--- config.mk ---
export PLATFORM = sky130hd
export DESIGN_NAME = wrpre_bank_guard
export DESIGN_NICKNAME = d
export VERILOG_FILES = /design/src/rtl/wpg_pkg.sv /design/src/rtl/wpg_downcnt.sv /design/src/rtl/wpg_burst.sv /design/src/rtl/wrpre_bank_guard.sv
export SDC_FILE = /design/constraint.sdc
export NUM_CORES = 1
export LEC_CHECK = 0
export ABC_AREA = 1
export ABC_CLOCK_PERIOD_IN_PS = 1700
export BUFFER_PORTS_ARGS = -buffer_cell sky130_fd_sc_hd__buf_2
export CORE_MARGIN = 1.5
export CORE_UTILIZATION = 40
export DETAILED_ROUTE_END_ITERATION = 10
export SYNTH_ARGS = -nofsm -noshare
export SYNTH_HDL_FRONTEND = slang
export SYNTH_SLANG_ARGS = --single-unit
--- constraint.sdc ---
create_clock -name clk -period 1.7 [get_ports clk]
set_input_delay 0.17 -clock clk [delete_from_list [all_inputs] [get_ports clk]]
set_output_delay 0.17 -clock clk [all_outputs]
set_load 0.01 [all_outputs]
--- src/rtl/wpg_pkg.sv ---
package wpg_pkg;
  localparam int unsigned DEF_BURST_LEN     = 8;
  localparam int unsigned DEF_BEATS_PER_CLK = 2;
  localparam int unsigned DEF_CNT_W         = 6;
endpackage

--- src/rtl/wpg_downcnt.sv ---
module wpg_downcnt #(
  parameter int unsigned W = 6
) (
  input  logic         clk,
  input  logic         rst,
  input  logic         ld,
  input  logic [W-1:0] ld_val,
  output logic         zero_o
);
  logic [W-1:0] cnt;

  always_ff @(posedge clk) begin
    if (rst)            cnt <= '0;
    else if (ld)        cnt <= ld_val;
    else if (cnt != '0) cnt <= cnt - W'(1);
  end

  assign zero_o = (cnt == '0);
endmodule

--- src/rtl/wpg_burst.sv ---
module wpg_burst #(
  parameter int unsigned BURST_LEN = 8,
  parameter int unsigned BEATS     = 2
) (
  input  logic             clk,
  input  logic             rst,
  input  logic             start,
  input  logic             cut_req,
  output logic             busy_o,
  output logic             cut_o,
  output logic             last_o,
  output logic [BEATS-1:0] mask_o
);
  localparam int unsigned BCNT_W = $clog2(BURST_LEN + 1);
  localparam logic [BCNT_W-1:0] LAST_CNT = BCNT_W'(BURST_LEN - BEATS);
  localparam logic [BCNT_W-1:0] STEP     = BCNT_W'(BEATS);

  logic [BCNT_W-1:0] bcnt;
  logic              busy, cut;

  always_ff @(posedge clk) begin
    if (rst) begin
      busy <= 1'b0;
      cut  <= 1'b0;
      bcnt <= '0;
    end else if (start) begin
      busy <= 1'b1;
      cut  <= 1'b0;
      bcnt <= '0;
    end else if (busy) begin
      if (bcnt == LAST_CNT) begin
        busy <= 1'b0;
        cut  <= 1'b0;
        bcnt <= '0;
      end else begin
        bcnt <= bcnt + STEP;
        if (cut_req) cut <= 1'b1;
      end
    end
  end

  assign busy_o = busy;
  assign cut_o  = cut;
  assign last_o = busy && (bcnt == LAST_CNT);

  for (genvar b = 0; b < BEATS; b++) begin : g_beat
    assign mask_o[b] = busy && cut;
  end
endmodule

--- src/rtl/wrpre_bank_guard.sv ---
module wrpre_bank_guard
  import wpg_pkg::*;
#(
  parameter int unsigned CNT_W         = DEF_CNT_W,
  parameter int unsigned BURST_LEN     = DEF_BURST_LEN,
  parameter int unsigned BEATS_PER_CLK = DEF_BEATS_PER_CLK
) (
  input  logic                     clk,
  input  logic                     rst,
  input  logic [CNT_W-1:0]         cfg_twr,
  input  logic [CNT_W-1:0]         cfg_tras,
  input  logic [CNT_W-1:0]         cfg_trp,
  input  logic                     act_i,
  input  logic                     wr_i,
  input  logic                     wra_i,
  input  logic                     pre_req_i,
  output logic                     pre_ok_o,
  output logic                     act_ok_o,
  output logic                     pre_o,
  output logic                     dqs_en_o,
  output logic [BEATS_PER_CLK-1:0] dm_o
);
  localparam logic [CNT_W-1:0] ONE = CNT_W'(1);

  logic active, pend;
  logic ras_zero, rp_zero, wr_zero;
  logic busy, cut, last;
  logic uncut_busy, pre_ok, pre_fire, act_ok;
  logic act_acc, pre_acc, wr_acc, cut_req, wr_ld;
  logic [CNT_W-1:0] tras_ld, trp_ld;

  assign tras_ld = (cfg_tras == '0) ? '0 : cfg_tras - ONE;
  assign trp_ld  = (cfg_trp  == '0) ? '0 : cfg_trp  - ONE;

  assign uncut_busy = busy && !cut;
  assign pre_ok     = active && ras_zero && wr_zero && !uncut_busy;
  assign pre_fire   = pend && pre_ok;
  assign act_ok     = !active && rp_zero;

  assign act_acc = act_i && act_ok;
  assign pre_acc = pre_req_i && active && !pend;
  assign wr_acc  = (wr_i || wra_i) && active && !pend && !pre_req_i;
  assign cut_req = pre_acc && uncut_busy;
  assign wr_ld   = (uncut_busy && last && !wr_acc) || cut_req;

  always_ff @(posedge clk) begin
    if (rst) begin
      active <= 1'b0;
      pend   <= 1'b0;
    end else begin
      if (act_acc)       active <= 1'b1;
      else if (pre_fire) active <= 1'b0;
      if (pre_fire)                         pend <= 1'b0;
      else if (pre_acc || (wr_acc && wra_i)) pend <= 1'b1;
    end
  end

  wpg_downcnt #(.W(CNT_W)) u_ras (
    .clk(clk), .rst(rst), .ld(act_acc), .ld_val(tras_ld), .zero_o(ras_zero)
  );

  wpg_downcnt #(.W(CNT_W)) u_rp (
    .clk(clk), .rst(rst), .ld(pre_fire), .ld_val(trp_ld), .zero_o(rp_zero)
  );

  wpg_downcnt #(.W(CNT_W)) u_wr (
    .clk(clk), .rst(rst), .ld(wr_ld), .ld_val(cfg_twr), .zero_o(wr_zero)
  );

  wpg_burst #(.BURST_LEN(BURST_LEN), .BEATS(BEATS_PER_CLK)) u_burst (
    .clk(clk), .rst(rst), .start(wr_acc), .cut_req(cut_req),
    .busy_o(busy), .cut_o(cut), .last_o(last), .mask_o(dm_o)
  );

  assign pre_ok_o = pre_ok;
  assign act_ok_o = act_ok;
  assign pre_o    = pre_fire;
  assign dqs_en_o = busy;
endmodule

==> results of run 1 <==
cells by family after synthesis:
family	count (synthesis)	share of synthesized area (%)
and+or+nand+nor	132	34.7
buffers and inverters	47	11.2
AOI/OAI and AO/OA	40	11.9
DFF	25	28.3
xor gates and xnor gates	14	6.93
adders and majority gates	10	7.07
state kept, by name (all words and copies together) (netlist names):
name	count
u_ras.cnt	6
u_rp.cnt	6
u_wr.cnt	6
u_burst.bcnt	3
active	1
pend	1
u_burst.busy_o	1
u_burst.cut_o	1
power groups by stage:
stage / combinational, mW / sequential [mW] / clock, mW
2_1_floorplan: 1.59 / 0.942 / 0
3_5_place_dp: 1.90 / 0.981 / 0
5_1_grt: 2.51 / 1.01 / 0.396
4_1_cts: 2.01 / 0.969 / 0.370
3_3_place_gp: 1.89 / 0.981 / 0
6_report: 2.18 / 0.975 / 0.354
placed cells by master, fill, tap and decap left out, types with 6 or more instances in the layout:
| cell type | netlist | routed |
|---|---|---|
| sky130_fd_sc_hd__o21ai_0 | 13 | 13 |
| sky130_fd_sc_hd__ha_1 | 10 | 8 |
| sky130_fd_sc_hd__nand4_1 | 6 | 6 |
| sky130_fd_sc_hd__dfxtp_1 | 25 | 24 |
| sky130_fd_sc_hd__xor2_1 | 9 | 9 |
| sky130_fd_sc_hd__buf_4 | 2 | 13 |
| sky130_fd_sc_hd__nand2_1 | 63 | 62 |
| sky130_fd_sc_hd__a21oi_1 | 22 | 21 |
| sky130_fd_sc_hd__buf_2 | 0 | 29 |
| sky130_fd_sc_hd__nand3_1 | 17 | 17 |
| sky130_fd_sc_hd__nor2_1 | 29 | 29 |
| sky130_fd_sc_hd__inv_1 | 39 | 36 |
final timing paths:
path | start | cells after the start | endpoint | slack [ns]
max | u_wr.cnt[1] | 7 | pre_o | 0.08
min | cfg_twr[4] | 3 | u_wr.cnt[4] | 0.14
max reg2reg | u_ras.cnt[1] | 9 | u_ras.cnt[5] | 0.13
min reg2reg | u_burst.bcnt[3] | 2 | u_burst.bcnt[3] | 0.47
metrics by stage:
stage                     setup TNS, ns  worst slack (ns)  area [µm²]  power (mW)  hold slack, ns
after CTS                             0          0.000276        2070        3.35           0.135
after global placement                0             0.170        1980        2.87           0.425
after global routing           -0.00701          -0.00701        2130        3.92           0.140
after floorplan                       0             0.342        1770        2.53           0.319
final                                 0            0.0837        2130        3.51           0.144
after detailed placement              0             0.140        1980        2.88           0.427
worst register-to-register path, cell delays in order (launching register included):
cell and delay, ns:
sky130_fd_sc_hd__dfxtp_1 0.37, sky130_fd_sc_hd__inv_1 0.08, sky130_fd_sc_hd__ha_4 0.16, sky130_fd_sc_hd__nand2_2 0.10, sky130_fd_sc_hd__nor2_4 0.06, sky130_fd_sc_hd__buf_4 0.13, sky130_fd_sc_hd__buf_4 0.12, sky130_fd_sc_hd__buf_4 0.13
sky130_fd_sc_hd__a21oi_2 0.19, sky130_fd_sc_hd__a21boi_2 0.18
timing repair:
action	in CTS	in global routing
resized for setup	6	6
hold endpoints to repair	0	0
gates cloned	0	0
setup buffers	4	5
pin swaps	1	2
endpoints found under the setup margin	2	5
metal layers:
layer / GRT usage [%] / wire (µm) / vias to the layer above
met2: 28.5 / 1780 / 17
met3: 3.63 / 100 / 2
li1: - / - / 930
met1: 19.3 / 1710 / 743
met5: 0 / 0 / -
met4: 3.27 / 25 / 0
area by class of cell:
cell class	instances	area [µm²]
clock inverters	1	5.00
well taps	52	65.1
flip-flops and latches	25	502
clock buffers	3	41.3
inverters	43	171
repair buffers	42	243
multi-input cells	196	1100
fillers	455	2160
==> Implementation_results.wiki, run 1 <==
{| class="wikitable"
! Metric !! Value
|-
| Result of the run || finished clean
|-
| Sequential cell area fraction in the yosys report || 28.3%
|-
| Slew Limit Headroom || 77.8%
|-
| Clock root buffer || sky130_fd_sc_hd__clkbuf_8
|-
| WP data arrival || 1.45 ns
|-
| Average instance area after synthesis || 6.60 µm²
|-
| Number of buffer and inverter stages on the critical path || 3
|-
| Most frequent cell after synthesis || sky130_fd_sc_hd__nand2_1
|-
| Standard-cell rows || 24
|-
| Syn Nets || 302
|-
| Drt total wl || 3.61 mm
|-
| Crit share post-route || 95.1%
|-
| Final setup violation count || 0
|-
| Port Buffer Count || 29
|-
| Nets || 345
|-
| Post-synthesis sequential element count || 25
|-
| Largest net degree at the start of global routing || 15
|-
| Net Switching || 1.52 mW
|-
| Ratio of routed vias to standard cells || 4.67
|-
| Fraction of power consumed by sequential logic || 27.8%
|-
| Comb power frac || 62.1%
|-
| Number of H-tree levels || 1
|-
| Tmin final || 1.62 ns
|-
| Most common cell on crit path || sky130_fd_sc_hd__nand3_4
|-
| Cell total after placement || 349
|-
| Clock Skews || 0.00194 ns
|-
| # hold bufs at CTS || 0
|-
| Critical path capture point type || output pin
|-
| Routability-driven placement congestion ratio || 0.826
|-
| Antenna diode count || 0
|-
| Final Instance Count excl. Fillers || 362
|-
| Die extent in y || 69.5 µm
|-
| Placeable core region || 4290 µm²
|-
| Total number of vias || 1,692
|-
| Clock input transition at the sequential cells of the worst setup and hold paths || 0.09 ns
|-
| Clock tree sinks || 25
|-
| Crit-path slowest cell || sky130_fd_sc_hd__dfxtp_2
|-
| Sw Share || 43.3%
|-
| Routed length per placed instance || 9.98 µm
|-
| Fraction of synthesized cell area taken by the top area cell type || 28.3%
|-
| Most area-hungry cell type in the Yosys netlist || sky130_fd_sc_hd__dfxtp_1
|-
| Layout Utilization || 49.7%
|-
| Slowest cell delay on critical path || 0.33 ns
|-
| Static Leak || 1.04 nW
|-
| Growth of design area from synthesis to finish || 20.5%
|-
| Number of flops mapped to enable cells by yosys || 0
|-
| Number of top-level pins || 30
|-
| Starting density of the core || 41.2%
|-
| Async set or reset register ratio after synthesis || 0%
|-
| Die outline width || 69.5 µm
|-
| Number of global-route vias before repair || 1,550
|-
| Half-perimeter wire length after detailed placement || 2.78 mm
|-
| DRC errors left || 0
|-
| Final hold violations || 0
|-
| Cell area after technology mapping || 1770 µm²
|-
| Pwr Density || 1650 nW/µm²
|-
| Grt total ovfl || 0
|-
| Path category of the worst min-delay check || primary input to flop
|-
| Startpoint types || flop
|-
| Number of distinct library cells after synthesis || 28
|-
| Inserted Clock Buffers || 3
|-
| Least-Margin Pin Slew || 0.330 ns
|-
| Synthesized instance count || 268
|-
| VDD IR-drop max || 732 µV
|-
| Number of DRC markers in iteration 0 || 61
|-
| Max-cap violation count || 0
|-
| Max Clk Rate || 619 MHz
|-
| Full die area || 4830 µm²
|-
| Wire length of the first global-routing pass || 6.40 mm
|-
| Share of post-route cells with drive strength above 1 || 24.2%
|-
| All-Layer GR Usage || 15.9%
|-
| Worst path cell trace || inv_1 > ha_2 > nand3_4 > nor2_4 > nand3_4 > clkinv_4 > buf_2
|-
| CTS tree || yes
|-
| Largest fanout of any net on the critical path || 7
|-
| First-pass detailed-route iteration total || 4
|-
| Pins Over Slew Limit || 0
|-
| Clock latency at the later pin of the worst-skew pair || 0.27 ns
|-
| Count of antenna-violating nets left after detailed routing || 0
|-
| Internal power component || 1.99 mW
|-
| Top FF cell, synth || sky130_fd_sc_hd__dfxtp_1
|-
| Most area-consuming cells after synthesis || sky130_fd_sc_hd__dfxtp_1 (28%), sky130_fd_sc_hd__nand2_1 (13%), sky130_fd_sc_hd__inv_1 (8.3%)
|-
| Data required time at the worst endpoint || 1.53 ns
|-
| CTS max path bufs || 2
|-
| Category of cells accounting for the largest share of critical-path delay || simple AND/OR/NAND/NOR gates
|-
| Critical path type || flop to output pin
|-
| Antenna violations before repair || 0
|-
| Commonest cells in the synthesized netlist || sky130_fd_sc_hd__nand2_1 (63), sky130_fd_sc_hd__inv_1 (39), sky130_fd_sc_hd__nor2_1 (29)
|-
| Number of warnings issued by yosys || 0
|-
| Clk pwr share || 10.1%
|}
Power figures use the tool's default switching activity.
==> inputs of run 2 (changes only) <==
Settings changed: CORE_ASPECT_RATIO set to 1.75, RECOVER_POWER set to 50.
==> Implementation_results.wiki, run 2 (synthesis gave the netlist of run 1 again) <==
{| class="wikitable"
! Metric !! Value
|-
| Die extent in y || 91.0 µm
|-
| Nets || 340
|-
| All-Layer GR Usage || 16.1%
|-
| WP data arrival || 1.45 ns
|-
| Standard-cell rows || 31
|-
| Largest net degree at the start of global routing || 14
|-
| Least-Margin Pin Slew || 0.331 ns
|-
| Setup repair after global routing missed its margin || true
|-
| Share of post-route cells with drive strength above 1 || 20.3%
|-
| CTS max path bufs || 2
|-
| Total number of vias || 1,701
|-
| Cells on worst reg2reg path || 7
|-
| Wire length of the first global-routing pass || 6.13 mm
|-
| Count of filler cells inserted in the layout || 453
|-
| Final Instance Count excl. Fillers || 354
|-
| Total chip power || 3.38 mW
|-
| Half-perimeter wire length after detailed placement || 2.86 mm
|-
| Most common library cell in the layout ignoring fill and taps || sky130_fd_sc_hd__nand2_1
|-
| Number of buffer and inverter stages on the critical path || 3
|-
| # hold bufs at CTS || 0
|-
| Antenna diode count || 0
|-
| DRC errors left || 0
|-
| Slowest cell delay on critical path || 0.32 ns
|-
| Largest fanout of any net on the critical path || 4
|-
| Number of global-route vias before repair || 1,561
|-
| Register-to-register path setup slack || 0.14 ns
|-
| Clock Skews || 0.00555 ns
|-
| Termination of the worst setup path || pre_ok_o
|-
| Number of H-tree levels || 1
|-
| Critical path type || flop to output pin
|-
| Count of antenna-violating nets left after detailed routing || 0
|-
| Layout Utilization || 49.3%
|-
| Internal power component || 1.88 mW
|-
| Static Leak || 1.00 nW
|-
| Clock input transition at the sequential cells of the worst setup and hold paths || 0.09 ns
|-
| Growth of design area from synthesis to finish || 16.8%
|-
| Final hold violations || 0
|-
| Startpoint types || flop
|-
| Slew Limit Headroom || 77.7%
|-
| Final Worst Setup Slack || 0.0826 ns
|-
| Port Buffer Count || 29
|-
| Sw Share || 44.4%
|-
| Comb power frac || 61.0%
|-
| Final setup violation count || 0
|-
| Pins Over Slew Limit || 0
|-
| Most frequent cells in the layout || sky130_fd_sc_hd__nand2_1 (63), sky130_fd_sc_hd__inv_1 (38), sky130_fd_sc_hd__nor2_1 (29)
|-
| Pwr Density || 1640 nW/µm²
|-
| Total negative slack || 0 ns
|-
| Routability-driven placement congestion ratio || 0.768
|-
| Category of cells accounting for the largest share of critical-path delay || simple AND/OR/NAND/NOR gates
|-
| Fin area || 2070 µm²
|-
| Fraction of power consumed by sequential logic || 28.5%
|-
| Net Switching || 1.50 mW
|-
| Setup crit start || u_ras.cnt[0]
|-
| Terminus of the critical flop-to-flop path || u_ras.cnt[5]
|-
| Max-cap violation count || 0
|-
| Data required time at the worst endpoint || 1.53 ns
|-
| CTS tree || yes
|-
| Number of DRC markers in iteration 0 || 28
|-
| Worst path cell trace || inv_1 > ha_2 > nand2_2 > nor2_4 > inv_2 > nor3_2 > buf_2
|-
| Inserted Clock Buffers || 3
|-
| Result of the run || finished clean
|-
| VDD IR-drop max || 945 µV
|-
| Ratio of routed vias to standard cells || 4.81
|-
| Clock tree sinks || 25
|-
| Antenna violations before repair || 0
|-
| Critical path depth || 7
|-
| Full die area || 4850 µm²
|-
| Tmin final || 1.62 ns
|-
| Clock latency at the later pin of the worst-skew pair || 0.27 ns
|-
| Path category of the worst min-delay check || primary input to flop
|-
| Starting density of the core || 42.2%
|-
| Die outline width || 53.3 µm
|-
| Routed length per placed instance || 10.3 µm
|-
| Registers with the most flip-flops || u_ras.cnt (6), u_rp.cnt (6), u_wr.cnt (6)
|-
| First-pass detailed-route iteration total || 4
|-
| Worst r2r src || u_rp.cnt[0]
|-
| Crit-path slowest cell || sky130_fd_sc_hd__dfxtp_1
|-
| Critical path capture point type || output pin
|-
| Clock root buffer || sky130_fd_sc_hd__clkbuf_8
|-
| Cell total after placement || 345
|-
| Drt total wl || 3.64 mm
|-
| Crit share post-route || 95.1%
|-
| Clk pwr share || 10.5%
|-
| Placed Area || 1970 µm²
|-
| Worst Hold Launch || cfg_twr[4]
|-
| Max Clk Rate || 618 MHz
|-
| Placeable core region || 4190 µm²
|-
| Number of top-level pins || 30
|-
| Grt total ovfl || 0
|-
| Min Hold Slack || 0.149 ns
|-
| Worst slack after detailed placement || 0.0888 ns
|}
run 2: how the worst min path moves through the flow:
stage	end	slack, ns	cells past startpoint
2_1_floorplan	u_wr.cnt[3]	0.32	2
3_3_place_gp	u_wr.cnt[5]	0.43	3
3_5_place_dp	u_wr.cnt[2]	0.43	3
4_1_cts	u_wr.cnt[2]	0.15	3
5_1_grt	u_wr.cnt[2]	0.16	3
6_report	u_wr.cnt[4]	0.15	3
run 2: worst min-delay path, stage by stage:
cell and delay (ns):
sky130_fd_sc_hd__buf_2 0.09, sky130_fd_sc_hd__nand2_1 0.06, sky130_fd_sc_hd__a21oi_1 0.06
run 2: cell type report:
class                   count  area, µm²  share of cell area, %
clock buffers               4       45.0                   2.18
inverters                  43        171                   8.29
multi-input cells         196       1090                   52.7
flip-flops and latches     25        502                   24.3
well taps                  49       61.3                   2.97
repair buffers             37        199                   9.62
run 2: what timing repair did:
| action | in CTS | in global routing |
|---|---|---|
| resized for setup | 4 | 5 |
| endpoints found under the setup margin | 2 | 6 |
| pin swaps | 1 | 2 |
| setup buffers | 3 | 2 |
run 2: metal layers:
layer	vias up	part of all wire [%]	GRT usage (%)
met2	31	53	31.6
met4	0	1.4	5.13
li1	921	-	-
met3	4	3.2	1.15
met5	-	0	0
met1	745	42	16.5
run 2: power by group through the flow:
| stage | logic [mW] | clock network (mW) | registers (mW) |
|---|---|---|---|
| floorplan | 1.59 | 0 | 0.942 |
| global placement | 1.91 | 0 | 0.978 |
| detailed placement | 1.91 | 0 | 0.981 |
| CTS | 1.99 | 0.359 | 0.966 |
| global route | 2.35 | 0.378 | 0.993 |
| finish | 2.06 | 0.354 | 0.966 |
